**config.mk**
```make
export PLATFORM = sky130hd
export DESIGN_NAME = flash_pe_seq
export DESIGN_NICKNAME = d
export VERILOG_FILES = /design/src/rtl/flash_seq_pkg.sv /design/src/rtl/flash_bus_cycle.sv /design/src/rtl/flash_timeout.sv /design/src/rtl/flash_pe_seq.sv
export SDC_FILE = /design/constraint.sdc
export NUM_CORES = 1
export LEC_CHECK = 0
export CORE_MARGIN = 2
export CORE_UTILIZATION = 45
export DETAILED_ROUTE_END_ITERATION = 7
export PLACE_DENSITY = 0.66
export SYNTH_ARGS = -nofsm -noshare
export SYNTH_HDL_FRONTEND = slang
export SYNTH_HIERARCHICAL = 1
export SYNTH_SLANG_ARGS = --single-unit
```
**constraint.sdc**
```tcl
create_clock -name clk_i -period 2.5 [get_ports clk_i]
set_input_delay 0.75 -clock clk_i [delete_from_list [all_inputs] [get_ports clk_i]]
set_output_delay 0.75 -clock clk_i [all_outputs]
set_load 0.01 [all_outputs]
```
**src/rtl/flash_seq_pkg.sv**
```systemverilog
package flash_seq_pkg;
  localparam int UNLK_LEN = 7;
  localparam logic [7:0] CMD_PROG    = 8'h10;
  localparam logic [7:0] CMD_ERASE   = 8'h20;
  localparam logic [7:0] CMD_CONFIRM = 8'hD0;
  localparam logic [7:0] CMD_CANCEL  = 8'hFF;

  typedef enum logic [2:0] {
    S_IDLE, S_UNLK, S_SETUPW, S_EXECW, S_POLL, S_CANCEL, S_DONE
  } seq_state_e;

  typedef enum logic [2:0] {
    B_IDLE, B_SETUP, B_PULSE, B_HOLD, B_GAP
  } bus_state_e;

  function automatic logic [18:0] unlock_addr(input logic [2:0] idx);
    case (idx)
      3'd0:    return 19'h01823;
      3'd1:    return 19'h01820;
      3'd2:    return 19'h01822;
      3'd3:    return 19'h00418;
      3'd4:    return 19'h01B23;
      3'd5:    return 19'h00419;
      default: return 19'h0041A;
    endcase
  endfunction
endpackage

```
**src/rtl/flash_bus_cycle.sv**
```systemverilog
module flash_bus_cycle
  import flash_seq_pkg::*;
#(
  parameter int AW      = 19,
  parameter int DW      = 8,
  parameter int T_SETUP = 2,
  parameter int T_PULSE = 4,
  parameter int T_HOLD  = 2
) (
  input  logic          clk_i,
  input  logic          rst_ni,
  input  logic          start_i,
  input  logic          wr_i,
  input  logic [AW-1:0] addr_i,
  input  logic [DW-1:0] wdata_i,
  output logic          done_o,
  output logic [DW-1:0] rdata_o,
  output logic          ce_no,
  output logic          oe_no,
  output logic          we_no,
  output logic [AW-1:0] addr_o,
  output logic [DW-1:0] dq_o,
  output logic          dq_oe_o,
  input  logic [DW-1:0] dq_i
);
  localparam int TMAX = (T_SETUP > T_PULSE) ? ((T_SETUP > T_HOLD) ? T_SETUP : T_HOLD)
                                            : ((T_PULSE > T_HOLD) ? T_PULSE : T_HOLD);
  localparam int CW = $clog2(TMAX + 1);

  bus_state_e    state_q;
  logic [CW-1:0] cnt_q;
  logic          wr_q;

  always_ff @(posedge clk_i or negedge rst_ni) begin
    if (!rst_ni) begin
      state_q <= B_IDLE;
      cnt_q   <= '0;
      wr_q    <= 1'b0;
      ce_no   <= 1'b1;
      oe_no   <= 1'b1;
      we_no   <= 1'b1;
      addr_o  <= '0;
      dq_o    <= '0;
      dq_oe_o <= 1'b0;
      done_o  <= 1'b0;
      rdata_o <= '0;
    end else begin
      done_o <= 1'b0;
      case (state_q)
        B_IDLE: if (start_i) begin
          addr_o  <= addr_i;
          dq_o    <= wdata_i;
          wr_q    <= wr_i;
          ce_no   <= 1'b0;
          dq_oe_o <= wr_i;
          cnt_q   <= CW'(T_SETUP - 1);
          state_q <= B_SETUP;
        end
        B_SETUP: begin
          if (cnt_q == '0) begin
            if (wr_q) we_no <= 1'b0;
            else      oe_no <= 1'b0;
            cnt_q   <= CW'(T_PULSE - 1);
            state_q <= B_PULSE;
          end else cnt_q <= cnt_q - 1'b1;
        end
        B_PULSE: begin
          if (cnt_q == '0) begin
            we_no <= 1'b1;
            oe_no <= 1'b1;
            if (!wr_q) rdata_o <= dq_i;
            cnt_q   <= CW'(T_HOLD - 1);
            state_q <= B_HOLD;
          end else cnt_q <= cnt_q - 1'b1;
        end
        B_HOLD: begin
          // data held past WE rise; CE released last
          if (cnt_q == '0) begin
            ce_no   <= 1'b1;
            dq_oe_o <= 1'b0;
            done_o  <= 1'b1;
            state_q <= B_GAP;
          end else cnt_q <= cnt_q - 1'b1;
        end
        default: state_q <= B_IDLE;
      endcase
    end
  end
endmodule

```
**src/rtl/flash_timeout.sv**
```systemverilog
module flash_timeout #(
  parameter int CW = 19
) (
  input  logic          clk_i,
  input  logic          rst_ni,
  input  logic          clr_i,
  input  logic          en_i,
  input  logic [CW-1:0] limit_i,
  output logic          expired_o
);
  logic [CW-1:0] cnt_q;

  always_ff @(posedge clk_i or negedge rst_ni) begin
    if (!rst_ni)                  cnt_q <= '0;
    else if (clr_i)               cnt_q <= '0;
    else if (en_i && ~&cnt_q)     cnt_q <= cnt_q + 1'b1;
  end

  assign expired_o = (cnt_q >= limit_i);
endmodule

```
**src/rtl/flash_pe_seq.sv**
```systemverilog
module flash_pe_seq
  import flash_seq_pkg::*;
#(
  parameter int AW           = 19,
  parameter int DW           = 8,
  parameter int T_SETUP      = 2,
  parameter int T_PULSE      = 4,
  parameter int T_HOLD       = 2,
  parameter int PROG_TO_CYC  = 4375,
  parameter int ERASE_TO_CYC = 500000,
  parameter int MAX_RETRY    = 3
) (
  input  logic          clk_i,
  input  logic          rst_ni,
  input  logic          req_valid_i,
  input  logic          req_erase_i,
  input  logic [AW-1:0] req_addr_i,
  input  logic [DW-1:0] req_data_i,
  output logic          ready_o,
  output logic          done_o,
  output logic          error_o,
  input  logic          ack_i,
  output logic          flash_ce_no,
  output logic          flash_oe_no,
  output logic          flash_we_no,
  output logic [AW-1:0] flash_addr_o,
  output logic [DW-1:0] flash_dq_o,
  output logic          flash_dq_oe_o,
  input  logic [DW-1:0] flash_dq_i
);
  localparam int TO_MAX = (PROG_TO_CYC > ERASE_TO_CYC) ? PROG_TO_CYC : ERASE_TO_CYC;
  localparam int TO_W   = $clog2(TO_MAX + 1);
  localparam int RW     = $clog2(MAX_RETRY + 2);
  localparam int UW     = $clog2(UNLK_LEN);

  seq_state_e    state_q;
  logic          erase_q, unlocked_q, issued_q, err_q;
  logic          have_prev_q, prev6_q;
  logic [AW-1:0] addr_q;
  logic [DW-1:0] data_q;
  logic [UW-1:0] uidx_q;
  logic [RW-1:0] retry_q;

  logic          cyc_need, cyc_start, cyc_wr, cyc_done;
  logic [AW-1:0] cyc_addr;
  logic [DW-1:0] cyc_data, cyc_rdata;
  logic          exp7, poll_hit, to_expired;

  always_comb begin
    cyc_need = 1'b0;
    cyc_wr   = 1'b0;
    cyc_addr = addr_q;
    cyc_data = DW'(CMD_CANCEL);
    case (state_q)
      S_UNLK: begin
        cyc_need = 1'b1;
        cyc_addr = AW'(unlock_addr(3'(uidx_q)));
      end
      S_SETUPW: begin
        cyc_need = 1'b1;
        cyc_wr   = 1'b1;
        cyc_data = erase_q ? DW'(CMD_ERASE) : DW'(CMD_PROG);
      end
      S_EXECW: begin
        cyc_need = 1'b1;
        cyc_wr   = 1'b1;
        cyc_data = erase_q ? DW'(CMD_CONFIRM) : data_q;
      end
      S_POLL: cyc_need = 1'b1;
      S_CANCEL: begin
        cyc_need = 1'b1;
        cyc_wr   = 1'b1;
      end
      default: ;
    endcase
  end

  assign cyc_start = cyc_need && !issued_q;
  assign exp7      = erase_q ? 1'b1 : data_q[DW-1];
  assign poll_hit  = (cyc_rdata[DW-1] == exp7) || (have_prev_q && cyc_rdata[DW-2] == prev6_q);

  flash_bus_cycle #(
    .AW(AW), .DW(DW), .T_SETUP(T_SETUP), .T_PULSE(T_PULSE), .T_HOLD(T_HOLD)
  ) i_bus (
    .clk_i   (clk_i),
    .rst_ni  (rst_ni),
    .start_i (cyc_start),
    .wr_i    (cyc_wr),
    .addr_i  (cyc_addr),
    .wdata_i (cyc_data),
    .done_o  (cyc_done),
    .rdata_o (cyc_rdata),
    .ce_no   (flash_ce_no),
    .oe_no   (flash_oe_no),
    .we_no   (flash_we_no),
    .addr_o  (flash_addr_o),
    .dq_o    (flash_dq_o),
    .dq_oe_o (flash_dq_oe_o),
    .dq_i    (flash_dq_i)
  );

  flash_timeout #(.CW(TO_W)) i_timeout (
    .clk_i     (clk_i),
    .rst_ni    (rst_ni),
    .clr_i     (state_q == S_EXECW && cyc_done),
    .en_i      (state_q == S_POLL),
    .limit_i   (erase_q ? TO_W'(ERASE_TO_CYC) : TO_W'(PROG_TO_CYC)),
    .expired_o (to_expired)
  );

  always_ff @(posedge clk_i or negedge rst_ni) begin
    if (!rst_ni) begin
      state_q     <= S_IDLE;
      erase_q     <= 1'b0;
      unlocked_q  <= 1'b0;
      issued_q    <= 1'b0;
      err_q       <= 1'b0;
      have_prev_q <= 1'b0;
      prev6_q     <= 1'b0;
      addr_q      <= '0;
      data_q      <= '0;
      uidx_q      <= '0;
      retry_q     <= '0;
    end else begin
      if (cyc_start)     issued_q <= 1'b1;
      else if (cyc_done) issued_q <= 1'b0;

      case (state_q)
        S_IDLE: if (req_valid_i) begin
          erase_q <= req_erase_i;
          addr_q  <= req_addr_i;
          data_q  <= req_data_i;
          err_q   <= 1'b0;
          retry_q <= '0;
          uidx_q  <= '0;
          state_q <= unlocked_q ? S_SETUPW : S_UNLK;
        end
        S_UNLK: if (cyc_done) begin
          if (uidx_q == UW'(UNLK_LEN - 1)) begin
            unlocked_q <= 1'b1;
            state_q    <= S_SETUPW;
          end
          uidx_q <= uidx_q + 1'b1;
        end
        S_SETUPW: if (cyc_done) state_q <= S_EXECW;
        S_EXECW: if (cyc_done) begin
          have_prev_q <= 1'b0;
          state_q     <= S_POLL;
        end
        S_POLL: if (cyc_done) begin
          if (poll_hit)        state_q <= S_DONE;
          else if (to_expired) state_q <= S_CANCEL;
          have_prev_q <= 1'b1;
          prev6_q     <= cyc_rdata[DW-2];
        end
        S_CANCEL: if (cyc_done) begin
          if (erase_q && retry_q < RW'(MAX_RETRY)) begin
            retry_q <= retry_q + 1'b1;
            state_q <= S_SETUPW;
          end else begin
            err_q   <= 1'b1;
            state_q <= S_DONE;
          end
        end
        S_DONE: if (ack_i) state_q <= S_IDLE;
        default: state_q <= S_IDLE;
      endcase
    end
  end

  assign ready_o = (state_q == S_IDLE);
  assign done_o  = (state_q == S_DONE);
  assign error_o = done_o && err_q;
endmodule

```
==> impl_metrics.env <==
export IMPL_status="finished clean"
export IMPL_number_of_antenna_violations_at_the_first_check_in_global_routing=0
export IMPL_ctsLongestPathBuffers=2
export IMPL_setup_repair_after_global_routing_missed_its_margin="no"
export IMPL_period_needed_ns=2.437
export IMPL_sequentialPowerShare_pct=38.2
export IMPL_power_density_nw_per_um2=1050
export IMPL_cell_internal_pwr_w=0.004829
export IMPL_critical_path_endpoint_type="output port"
export IMPL_cts_root_buf="clkbuf_16"
export IMPL_post_layout_total_power_w=0.007278
export IMPL_drc_errors=0
export IMPL_hold_ws_ns=0.3244
export IMPL_grt_pass1_wl_um=20270
export IMPL_number_of_buffers_inserted_during_clock_tree_synthesis=9
export IMPL_p_switching_w=0.002449
export IMPL_m1_gr_usage_pct=25.60
export IMPL_timing_worst_setup_path_type="flop to output port"
export IMPL_finalHoldViolations=0
export IMPL_die_h_um=116.5
export IMPL_drtAntennaViolNets=0
export IMPL_clkSlewWorstSetupHoldPaths_ns=0.07
export IMPL_clkPwrFrac_pct=21.2
export IMPL_worstHoldPathType="input pin to async pin"
export IMPL_fp_coreArea_um2=12470
export IMPL_relSlewSlack_pct=61.85
export IMPL_global_route_usage_total_pct=19.05
export IMPL_drive_above_1_share_pct=18.02
export IMPL_worst_clock_skew_ns=0.007023
export IMPL_clkLatencyLatePin_ns=0.35
export IMPL_place_gp_congestion=0.8513
export IMPL_post_route_period_util_pct=97.49
export IMPL_dr_first_iter_drc_count=263
export IMPL_port_buffer_count=67
export IMPL_grt_start_max_net_pins=57
export IMPL_h_tree_depth=3
export IMPL_dp_worst_setup_slack_ns=-0.002498
export IMPL_report_final_slew_viol_count=0
export IMPL_setup_viol=0
export IMPL_synth_warnings=6
export IMPL_number_of_vias_per_cell=5.305
export IMPL_antenna_cells=0
export IMPL_crit_required_ns=1.75
export IMPL_floorplan_initialDensity_pct=45.66
export IMPL_drt_wl_total_um=11980
export IMPL_fin_nets=668
export IMPL_tritoncts="done"
export IMPL_detail_route_first_pass_iterations=4
export IMPL_grt_busiest_layer="met2"
export IMPL_global_route_overflow_total=0
export IMPL_die_width_um=116.5
export IMPL_use_met3_pct=4.878
export IMPL_leakagePower_nw=3.082
export IMPL_dp_hpwl_um=8614
export IMPL_fillers=1080
export IMPL_area_growth_synth_to_final_pct=21.74
export IMPL_row_count=41
export IMPL_cp_data_arrival_time_ns=1.69
export IMPL_design_die_area_um2=13560
export IMPL_vias=4122
export IMPL_timing_worst_slew_pin_value_ns=0.5701
export IMPL_clock_sinks=102
export IMPL_boundaryPins=74
export IMPL_sw_frac_of_total_pct=33.65
export IMPL_drt_wirelength_per_cell_um=15.42
export IMPL_critPathMaxFanout=9
export IMPL_syn_area_per_cell_um2=10.90
export IMPL_pwr_share_comb_pct=40.6
export IMPL_syn_instance_count=522
export IMPL_cap_viol_max_count=0
export IMPL_critical_path_source_type="flop"
export IMPL_peakVddDrop_mv=0.5708
export IMPL_vias_in_the_first_global_route=4076
export IMPL_post_synth_instance_area_um2=5692
export IMPL_grt_util_met2_pct=30.81
export IMPL_fmaxAchievable_mhz=410.3
export IMPL_final_setup_worst_slack_ns=0.06275
export IMPL_hold_buffers=0
[layout make-up]
type	instances	area, um2	share of cell area [%]
clock buffers	9	225.2	3.250
flip-flops and latches	102	2557	36.91
multi-input cells	368	2865	41.35
well taps	172	215.2	3.106
repair buffers	83	828.3	11.95
inverters	36	135.1	1.950
clock inverters	7	102.6	1.481
[per-layer routing]
layer	vias to the layer above	share of wire, %
met2	87	48
met1	2028	46
met4	0	1.2
met5	-	0
li1	1995	-
met3	12	4.6
[metrics by stage]
step / std cells / TNS (ns) / utilization, % / instance area (um2)
final: 777 / 0 / 55.59 / 6929
after global routing: 777 / 0 / 55.59 / 6929
after CTS: 776 / 0 / 55.37 / 6903
after detailed placement: 760 / -0.002498 / 52.71 / 6570
after global placement: 760 / 0 / 52.71 / 6570
after floorplan: 528 / 0 / - / 5714
[path summary, 6_finish.rpt]
kind	to	from	slack, ns	cells past startpoint
setup / recovery	error_o	state_q[0]	0.06	3
hold reg to reg	issued_q	issued_q	0.49	1
max in group asynchronous	i_bus/dq_o[3]	rst_ni	1.53	2
hold / removal	i_bus/cnt_q[0]	rst_ni	0.32	1
min in group clk_i	issued_q	issued_q	0.49	1
setup reg to reg	state_q[0]	erase_q	0.10	9
[state kept, by name (all words and copies together), names as in the netlist, 2 cells and up]
name and count:
i_bus/cnt_q 3, i_bus/addr_o 19, data_q 8, state_q 3, uidx_q 3, i_bus/rdata_o 2
i_timeout/cnt_q 19, retry_q 3, i_bus/dq_o 8, i_bus/state_q 3, addr_q 19
[power groups by stage]
stage / Sequential (W) / Clock, W / Combinational [W]
global placement: 0.00276 / 0 / 0.00282
detailed placement: 0.00280 / 0 / 0.00294
floorplan: 0.00273 / 0 / 0.00196
global route: 0.00288 / 0.00165 / 0.00328
finish: 0.00278 / 0.00154 / 0.00296
CTS: 0.00278 / 0.00158 / 0.00296
[cells in the final DEF, fill, tap and decap left out, types with 9 or more instances in the layout]
master,n
mux2_4,29
nand2_1,43
and2_1,13
a21oi_1,18
buf_4,13
o21ai_0,18
clkdlybuf4s50_1,65
clkbuf_16,9
dfrtp_1,98
nand3_1,9
nor2_1,41
xnor2_1,13
mux2_2,24
ha_1,28
inv_1,34
[critical path, stage by stage (launching register included)]
cell             delay, ns
dfrtp_2               0.48
nor2_1                0.16
and2_1                0.14
clkdlybuf4s50_1       0.55
[timing repair]
| action | 4_1_cts | 5_1_grt |
|---|---|---|
| endpoints found under the setup margin | 3 | 3 |
| buffers inserted | 0 | 1 |
| pin swaps | 0 | 2 |
| gates resized for setup | 3 | 5 |
| hold endpoints to repair | 0 | 0 |
(Power assumes the default switching activity.)
